--- config.mk ---
export PLATFORM = sky130hd
export DESIGN_NAME = enc_rate_meter
export DESIGN_NICKNAME = d
export VERILOG_FILES = /design/src/rtl/erm_pkg.sv /design/src/rtl/erm_sync2.sv /design/src/rtl/erm_tick_gen.sv /design/src/rtl/erm_debounce.sv /design/src/rtl/erm_edge_tally.sv /design/src/rtl/enc_rate_meter.sv
export SDC_FILE = /design/constraint.sdc
export NUM_CORES = 1
export LEC_CHECK = 0
export BUFFER_PORTS_ARGS = -buffer_cell sky130_fd_sc_hd__buf_2
export CAP_MARGIN = 20
export CORE_MARGIN = 2
export CORE_UTILIZATION = 24
export DETAILED_ROUTE_END_ITERATION = 10
export GPL_TIMING_DRIVEN = 0
export PLACE_DENSITY = 0.4
export SLEW_MARGIN = 10
export SYNTH_ARGS = -nofsm -noshare
export SYNTH_HDL_FRONTEND = slang
export SYNTH_HIERARCHICAL = 1
export SYNTH_SLANG_ARGS = --single-unit
--- constraint.sdc ---
create_clock -name clk_i -period 2.75 [get_ports clk_i]
set_input_delay 0.55 -clock clk_i [delete_from_list [all_inputs] [get_ports clk_i]]
set_output_delay 0.55 -clock clk_i [all_outputs]
set_load 0.005 [all_outputs]
--- src/rtl/erm_pkg.sv ---
package erm_pkg;

  // Counter width that can hold values 0 .. n-1 (at least one bit).
  function automatic int unsigned erm_cnt_width(input int unsigned n);
    return (n < 2) ? 1 : $clog2(n);
  endfunction

  typedef enum logic [1:0] {
    LVL_IDLE  = 2'd0,
    LVL_AGREE = 2'd1,
    LVL_FLIP  = 2'd2
  } lvl_step_e;

endpackage

--- src/rtl/erm_sync2.sv ---
module erm_sync2 #(
  parameter bit RESET_VAL = 1'b0
) (
  input  logic clk_i,
  input  logic rst_n_i,
  input  logic d_i,
  output logic q_o
);

  logic meta_q;
  logic hold_q;

  always_ff @(posedge clk_i or negedge rst_n_i) begin
    if (!rst_n_i) begin
      meta_q <= RESET_VAL;
      hold_q <= RESET_VAL;
    end else begin
      meta_q <= d_i;
      hold_q <= meta_q;
    end
  end

  assign q_o = hold_q;

endmodule

--- src/rtl/erm_tick_gen.sv ---
module erm_tick_gen
  import erm_pkg::*;
#(
  parameter int unsigned PERIOD = 100
) (
  input  logic clk_i,
  input  logic rst_n_i,
  output logic tick_o
);

  localparam int unsigned CW = erm_cnt_width(PERIOD);

  generate
    if (PERIOD < 2) begin : g_every
      assign tick_o = 1'b1;
    end else begin : g_div
      localparam logic [CW-1:0] LAST = CW'(PERIOD - 1);
      logic [CW-1:0] cnt_q;
      logic [CW-1:0] cnt_d;
      logic          wrap;

      always_comb begin
        wrap  = (cnt_q == LAST);
        cnt_d = wrap ? '0 : cnt_q + 1'b1;
      end

      always_ff @(posedge clk_i or negedge rst_n_i) begin
        if (!rst_n_i) cnt_q <= '0;
        else          cnt_q <= cnt_d;
      end

      assign tick_o = wrap;


      tick_spacing_chk: assert property (@(posedge clk_i) disable iff (!rst_n_i)
        tick_o |=> !tick_o);
    end
  endgenerate

endmodule

--- src/rtl/erm_debounce.sv ---
module erm_debounce
  import erm_pkg::*;
#(
  parameter int unsigned DEBOUNCE_LEN = 4
) (
  input  logic clk_i,
  input  logic rst_n_i,
  input  logic sample_en_i,
  input  logic level_i,
  output logic edge_o
);

  localparam int unsigned AW = erm_cnt_width(DEBOUNCE_LEN);
  localparam logic [AW-1:0] LAST = AW'(DEBOUNCE_LEN - 1);

  logic          stable_q, stable_d;
  logic [AW-1:0] agree_q, agree_d;
  logic          edge_q, edge_d;
  lvl_step_e     step;

  always_comb begin
    step = LVL_IDLE;
    if (sample_en_i && (level_i != stable_q))
      step = (agree_q == LAST) ? LVL_FLIP : LVL_AGREE;
    stable_d = stable_q;
    agree_d  = agree_q;
    edge_d   = 1'b0;
    unique case (step)
      LVL_FLIP: begin
        stable_d = level_i;
        agree_d  = '0;
        edge_d   = 1'b1;
      end
      LVL_AGREE: agree_d = agree_q + 1'b1;
      default:   if (sample_en_i) agree_d = '0;
    endcase
  end

  always_ff @(posedge clk_i or negedge rst_n_i) begin
    if (!rst_n_i) begin
      stable_q <= 1'b0;
      agree_q  <= '0;
      edge_q   <= 1'b0;
    end else begin
      stable_q <= stable_d;
      agree_q  <= agree_d;
      edge_q   <= edge_d;
    end
  end

  assign edge_o = edge_q;


  edge_after_sample_chk: assert property (@(posedge clk_i) disable iff (!rst_n_i)
    edge_o |-> $past(sample_en_i));


  level_moves_with_edge_chk: assert property (@(posedge clk_i) disable iff (!rst_n_i)
    !$stable(stable_q) |-> edge_o);

endmodule

--- src/rtl/erm_edge_tally.sv ---
module erm_edge_tally #(
  parameter int unsigned COUNT_W = 16
) (
  input  logic               clk_i,
  input  logic               rst_n_i,
  input  logic               edge_i,
  input  logic               win_tick_i,
  output logic [COUNT_W-1:0] count_o,
  output logic               valid_o
);

  localparam logic [COUNT_W-1:0] TOP = {COUNT_W{1'b1}};

  logic [COUNT_W-1:0] run_q, run_d;
  logic [COUNT_W-1:0] out_q, out_d;
  logic               vld_q, vld_d;

  always_comb begin
    run_d = run_q;
    out_d = out_q;
    vld_d = 1'b0;
    if (win_tick_i) begin
      out_d = run_q;
      vld_d = 1'b1;
      run_d = edge_i ? COUNT_W'(1) : '0;
    end else if (edge_i && (run_q != TOP)) begin
      run_d = run_q + 1'b1;
    end
  end

  always_ff @(posedge clk_i or negedge rst_n_i) begin
    if (!rst_n_i) begin
      run_q <= '0;
      out_q <= '0;
      vld_q <= 1'b0;
    end else begin
      run_q <= run_d;
      out_q <= out_d;
      vld_q <= vld_d;
    end
  end

  assign count_o = out_q;
  assign valid_o = vld_q;


  no_overflow_chk: assert property (@(posedge clk_i) disable iff (!rst_n_i)
    (run_q == TOP && !win_tick_i) |=> run_q == TOP);


  capture_on_tick_chk: assert property (@(posedge clk_i) disable iff (!rst_n_i)
    valid_o |-> $past(win_tick_i));


  hold_between_chk: assert property (@(posedge clk_i) disable iff (!rst_n_i)
    !valid_o |-> $stable(count_o));

endmodule

--- src/rtl/enc_rate_meter.sv ---
module enc_rate_meter #(
  parameter int unsigned SAMPLE_DIV    = 100,
  parameter int unsigned WINDOW_CYCLES = 400000,
  parameter int unsigned DEBOUNCE_LEN  = 4,
  parameter int unsigned COUNT_W       = 16
) (
  input  logic               clk_i,
  input  logic               rst_n_i,
  input  logic               enc_i,
  output logic [COUNT_W-1:0] count_o,
  output logic               count_valid_o
);

  logic rst_n_int;
  logic enc_sync;
  logic sample_en;
  logic win_tick;
  logic edge_seen;

  // asynchronous assert, release after two clock edges
  erm_sync2 #(.RESET_VAL(1'b0)) i_rst_sync (
    .clk_i   (clk_i),
    .rst_n_i (rst_n_i),
    .d_i     (1'b1),
    .q_o     (rst_n_int)
  );

  // two-flop input synchronizer
  erm_sync2 #(.RESET_VAL(1'b0)) i_enc_sync (
    .clk_i   (clk_i),
    .rst_n_i (rst_n_int),
    .d_i     (enc_i),
    .q_o     (enc_sync)
  );

  erm_tick_gen #(.PERIOD(SAMPLE_DIV)) i_sample_tick (
    .clk_i   (clk_i),
    .rst_n_i (rst_n_int),
    .tick_o  (sample_en)
  );

  erm_tick_gen #(.PERIOD(WINDOW_CYCLES)) i_window_tick (
    .clk_i   (clk_i),
    .rst_n_i (rst_n_int),
    .tick_o  (win_tick)
  );

  erm_debounce #(.DEBOUNCE_LEN(DEBOUNCE_LEN)) i_debounce (
    .clk_i       (clk_i),
    .rst_n_i     (rst_n_int),
    .sample_en_i (sample_en),
    .level_i     (enc_sync),
    .edge_o      (edge_seen)
  );

  erm_edge_tally #(.COUNT_W(COUNT_W)) i_tally (
    .clk_i      (clk_i),
    .rst_n_i    (rst_n_int),
    .edge_i     (edge_seen),
    .win_tick_i (win_tick),
    .count_o    (count_o),
    .valid_o    (count_valid_o)
  );


  valid_single_chk: assert property (@(posedge clk_i) disable iff (!rst_n_int)
    count_valid_o |=> !count_valid_o);


  reset_quiet_chk: assert property (@(posedge clk_i)
    !rst_n_int |-> (count_o == '0 && !count_valid_o));

endmodule

== Word level (Yosys, flattened, before mapping) ==
Index checks and enable logic that the tools add are counted.
Word-level totals
  register bits: 67
  latch bits: 0
  memory bits (writable): 0
  bits in read-only memories: 0
  input port bits: 3
  output and inout port bits: 17
  word-level logic and storage cells: 38
  memories: 0
Operators by class
  $add $sub $neg: 4
  $mul: 0
  divide/modulo/power cells: 0
  order comparisons: 0
  equal/unequal tests: 7
  shifts and indexed selects: 0
  multiplexer cells: 11
  bitwise gates (word level): 0
  reduce and logical (&&, ||, !) cells: 4
Operators by type and width (number)
  $mux W16: 2
  $add A19 B1 Y19 const B: 1
  $eq A19 B19 Y1 const B: 1
  $mux W19: 1
  $add A16 B1 Y16 const B: 1
  $ne A16 B16 Y1 const B: 1
  $add A7 B1 Y7 const B: 1
  $eq A7 B7 Y1 const B: 1
  $mux W7: 1
  $mux W2: 3
  $eq A2 B2 Y1 const B: 2
  $pmux W2 S2: 1
  $mux W1: 3
  $reduce_bool A3 Y1: 1
  $add A2 B1 Y2 const B: 1
  $eq A2 B1 Y1 const B: 1
  $logic_and A1 B1 Y1: 2
  $reduce_bool A2 Y1: 1
  $ne A1 B1 Y1: 1

== Longest topological paths before layout ==
  depth in word-level cells: 5
  gate-level depth with buffers: 8
  depth with buffers taken out: 7

== Cells and area by module ==
The synthesis kept the hierarchy.
Modules (own cells, without submodules)
  erm_edge_tally: instances 1, cells an instance 131, area each 1498.9 sq um, sequential area each 825.8 sq um
  erm_tick_gen at i_window_tick: instances 1, cells an instance 89, area each 944.7 sq um, sequential area each 475.5 sq um
  erm_tick_gen at i_sample_tick: instances 1, cells an instance 29, area each 345.3 sq um, sequential area each 175.2 sq um
  erm_debounce: instances 1, cells an instance 15, area each 175.2 sq um, sequential area each 100.1 sq um
  erm_sync2: instances 2, cells an instance 2, area each 50.0 sq um, sequential area each 50.0 sq um
  enc_rate_meter: instances 1, cells an instance 1, area each 3.8 sq um, sequential area each 0.0 sq um

== Worst setup path before layout ==
OpenSTA, ideal clock, no wires.
  path type: reg2reg
  start point: register i_window_tick.g_div.cnt_q[0]
  end point: register i_tally.out_q[10] (netlist: i_tally/count_o[10])
  library setup time: 0.125 ns
  arrival: 2.369 ns
  data required time: 2.625 ns
  setup slack: 0.256 ns
  stages on the path, launching flop included: 8
  path buffers: 2
  period minus slack after synthesis: 2.494 ns
  cells stage by stage: dfrtp_1 -> ha_1 -> and4_1 -> nand4_1 -> nor3_2 -> clkbuf_1 -> buf_1 -> mux2_2
Between the ends
  word-level cells in the longest chain between the ends: 1
Ends and longest elaborated chain
  start: declaration: RTL line erm_tick_gen.sv:18  | logic [CW-1:0] cnt_q;
  start signal: assignment: RTL line erm_tick_gen.sv:29  | else cnt_q <= cnt_d;
  $eq A19 B19 Y1: RTL line erm_tick_gen.sv:23  | wrap = (cnt_q == LAST);
  named net win_tick: RTL line enc_rate_meter.sv:17  | logic win_tick;
  end signal: assignment: RTL line erm_edge_tally.sv:38  | out_q <= out_d;
  end: declaration: RTL line erm_edge_tally.sv:15  | logic [COUNT_W-1:0] out_q, out_d;
The timed path passes the listed nets, and every way through them passes these cells.
A chain may end at the register's enable or synchronous reset.

== Worst setup path in the final report ==
  start point: register i_window_tick.g_div.cnt_q[0]
  end point: register i_tally.out_q[12] (netlist: i_tally/count_o[12])
Same word-level chain as after synthesis.

==> impl_results.md <==
* First-pass GRT wire length at roughly 11 mm
* Most frequent cells in the layout: 66 x dfrtp_1, 21 x buf_2, 17 x mux2_2, 15 x nand2_1, 15 x nand3_1
* HPWL Detailed at 4.20 mm
* Routed Antenna Nets at 0
* Yosys warning count at 6
* Post-synthesis register bit count at 67
* Clk sinks at 67
* Share of layout cells above drive strength 1 at 0.234
* CTS clk-pin slew, worst paths at 0.06 ns
* Core area at 0.0126 sq mm
* Gr ovfl total at 0
* CTS Buffer Depth at 2
* Mapped Area at 0.00307 sq mm
* Vias in the first global route at 2129
* Cell row count at 41
* Clk Latency, worst-skew pair at 0.33 ns
* Die width at ~120 microns
* Fillers at 1296
* Drt drc at 0
* Placer Congestion at 0.754
* CP Launch Type: flip-flop
* Tightest Pin Transition at ~0.55 ns
* TritonCTS clock tree: done
* Top_reg_cell synth: dfrtp_1
* First DRT Iteration DRCs at roughly 140
* Cell area power density at 587 mW/mm^2
* GRT Util Overall at 0.106
* Hold WS at 0.220 ns
* # H-tree levels at 3
* CP endpoint kind: flip-flop
* Antenna violations before repair at 0
* Hold WC Path Type: reg -> async
* Initial Util at 0.244
* Area Growth Syn to Fin at 22.6%
* Final Setup Violations at 0
* Syn_area_per_cell at 11.4 sq um
* # nets final at 310
* Crit path max fanout at 10
* Slew HR at 0.630
* Multiplexer area fraction after synthesis at 0.0689
* Xor/xnor share of the synthesized area at 0.0571
* Flip-flop and latch area at around 0.0017 sq mm
* Largest net degree at the start of global routing at 46
* Final core utilization at 0.299
* Max Fclk at 396 MHz
* Multi-input gate area at 0.00134 sq mm
* Pre-CTS WS at -0.554 ns
* Vias at between 2000 and 2500
* Most common cell after layout, fill and taps aside: dfrtp_1
* Root Driver: clkbuf_16
* Die ar. at 0.0137 sq mm
* Max IR drop VDD at 223 uV
* Fin. Hold Viols at 0
* Crit path required time at roughly 3 ns
* Async SR Flop Fraction at 1.00
* CTS buffer count at 9
* Ant diodes at 0
* CP arrival at 2.74 ns
* Synth Area in Compound Gates at 0.0812
* Vias per cell at 4.51
* Pins Over Slew Limit at 0
* Max cap viols at 0
* Wire length per cell at 13.1 microns
* Largest family of logic cells by synthesized area: simple AND/OR/NAND/NOR gates
* Port Buffers at 19
* Fin crit share at 0.919
* Outcome: completed
* Final WS setup at between 0.2 and 0.25 ns
* Register area share after synthesis at 0.546
* R2R Setup Slk at ~0.22 ns
* Final min period at 2.53 ns
* I/O pins at 20
* Overall Power at 0.00221 W
* Post-synthesis adder-cell area fraction at 0.0163
* Number of synthesized flops with an enable pin at 0
* Worst Skew at 0.00870 ns
* WL final at 6.30 mm
* Netlist cell types at 51
* Leakage at 1.68 nW
* Die Height at 117 microns
* CP Class: reg -> reg
* Post-synthesis cell count at 269
* Syn Nets at ~280
* Drt pass-1 iters at 5
* Synth Area in Simple Gates at 0.208
==> routing by layer <==
metal	up-vias	GRT usage	part of all wire
li1	1070	-	-
met1	1058	0.135	0.47
met2	26	0.162	0.48
met3	10	0.0319	0.030
met4	0	0.0557	0.023
met5	-	0	0
==> worst paths after layout <==
path / from / to / cells after the start
setup reg to reg: i_window_tick/g_div.cnt_q[0]$_DFF_PN0_ / i_tally/count_o[12]$_DFFE_PN0P_ / 7
hold reg to reg: i_rst_sync/q_o$_DFF_PN0_ / i_window_tick/g_div.cnt_q[5]$_DFF_PN0_ / 0
setup / recovery: i_window_tick/g_div.cnt_q[0]$_DFF_PN0_ / i_tally/count_o[12]$_DFFE_PN0P_ / 7
min in group clk_i: enc_i / i_enc_sync/meta_q$_DFF_PN0_ / 1
hold / removal: i_rst_sync/q_o$_DFF_PN0_ / i_window_tick/g_div.cnt_q[5]$_DFF_PN0_ / 0
max in group asynchronous: i_rst_sync/q_o$_DFF_PN0_ / i_debounce/edge_o$_DFF_PN0_ / 1
==> flip-flops by register name, indices dropped and copies added, names as in the netlist <==
name,cells
i_debounce/agree_q,2
i_debounce/edge_o,1
i_debounce/stable_q,1
i_enc_sync/meta_q,1
i_enc_sync/q_o,1
i_rst_sync/meta_q,1
i_rst_sync/q_o,1
i_sample_tick/g_div.cnt_q,7
i_tally/count_o,16
i_tally/run_q,16
i_tally/valid_o,1
i_window_tick/g_div.cnt_q,19
==> synthesized netlist by cell type, types with 4 or more instances <==
master	n	area share
nand2_1	15	0.018
a31oi_1	5	0.010
nor3_1	5	0.0082
or3_1	4	0.0082
mux2_2	17	0.062
clkbuf_1	5	0.0061
xor2_1	7	0.020
a21oi_1	12	0.020
and4_1	10	0.029
nand3_1	15	0.024
nor2_1	14	0.017
o21ai_0	7	0.011
dfrtp_1	67	0.55
nand4_1	12	0.024
inv_1	5	0.0061
and2_1	4	0.0082
xnor2_1	13	0.037
ha_1	4	0.016
and3_1	4	0.0082
==> repair_timing <==
item,4_1_cts,5_1_grt
endpoints found under the hold margin,2,0
pin swaps,0,1
gates cloned,0,0
resized for setup,3,0
hold buffers,1,0
setup buffers,0,3
endpoints found under the setup margin,32,19
==> area by class of cell <==
type,count,share of cell area
clock buffer,12,0.0709
multi-input combinational,188,0.355
clock inverter,4,0.0126
timing repair buffer,24,0.0413
buffer,8,0.0113
tap,172,0.0572
sequential,67,0.447
inverter,5,0.00499
==> cell families (layout without fill, tap and decap cells) <==
family,count (synthesis),count (layout)
AOI/OAI and AO/OA,39,39
xor gates and xnor gates,20,20
adders and majority gates,4,4
buffers and inverters,14,53
DFF,67,67
muxes,19,19
other,1,1
and+or+nand+nor,105,105
==> worst max-delay path, stage by stage (launching register included) <==
cell and delay [ns]:
dfrtp_1 0.38, ha_1 0.24, and4_1 0.29, nand4_1 0.17, nor3_4 0.31, clkbuf_2 0.33
buf_2 0.32, mux2_2 0.37
==> power by group <==
group          switching (W)  internal, W
registers         0.00000727     0.000990
clock network       0.000419     0.000772
logic              0.0000144   0.00000650
total               0.000441      0.00177
==> metrics by stage <==
stage | cell area, sq um | std cells | setup TNS [ns]
floorplan | 3070 | 269 | 0
CTS | 3740 | 478 | 0
detailed placement | 3410 | 461 | -7.63
finish | 3760 | 480 | 0
global route | 3760 | 480 | -0.0329
global placement | 3380 | 460 | -18.49
Power figures use the tool's default switching activity.
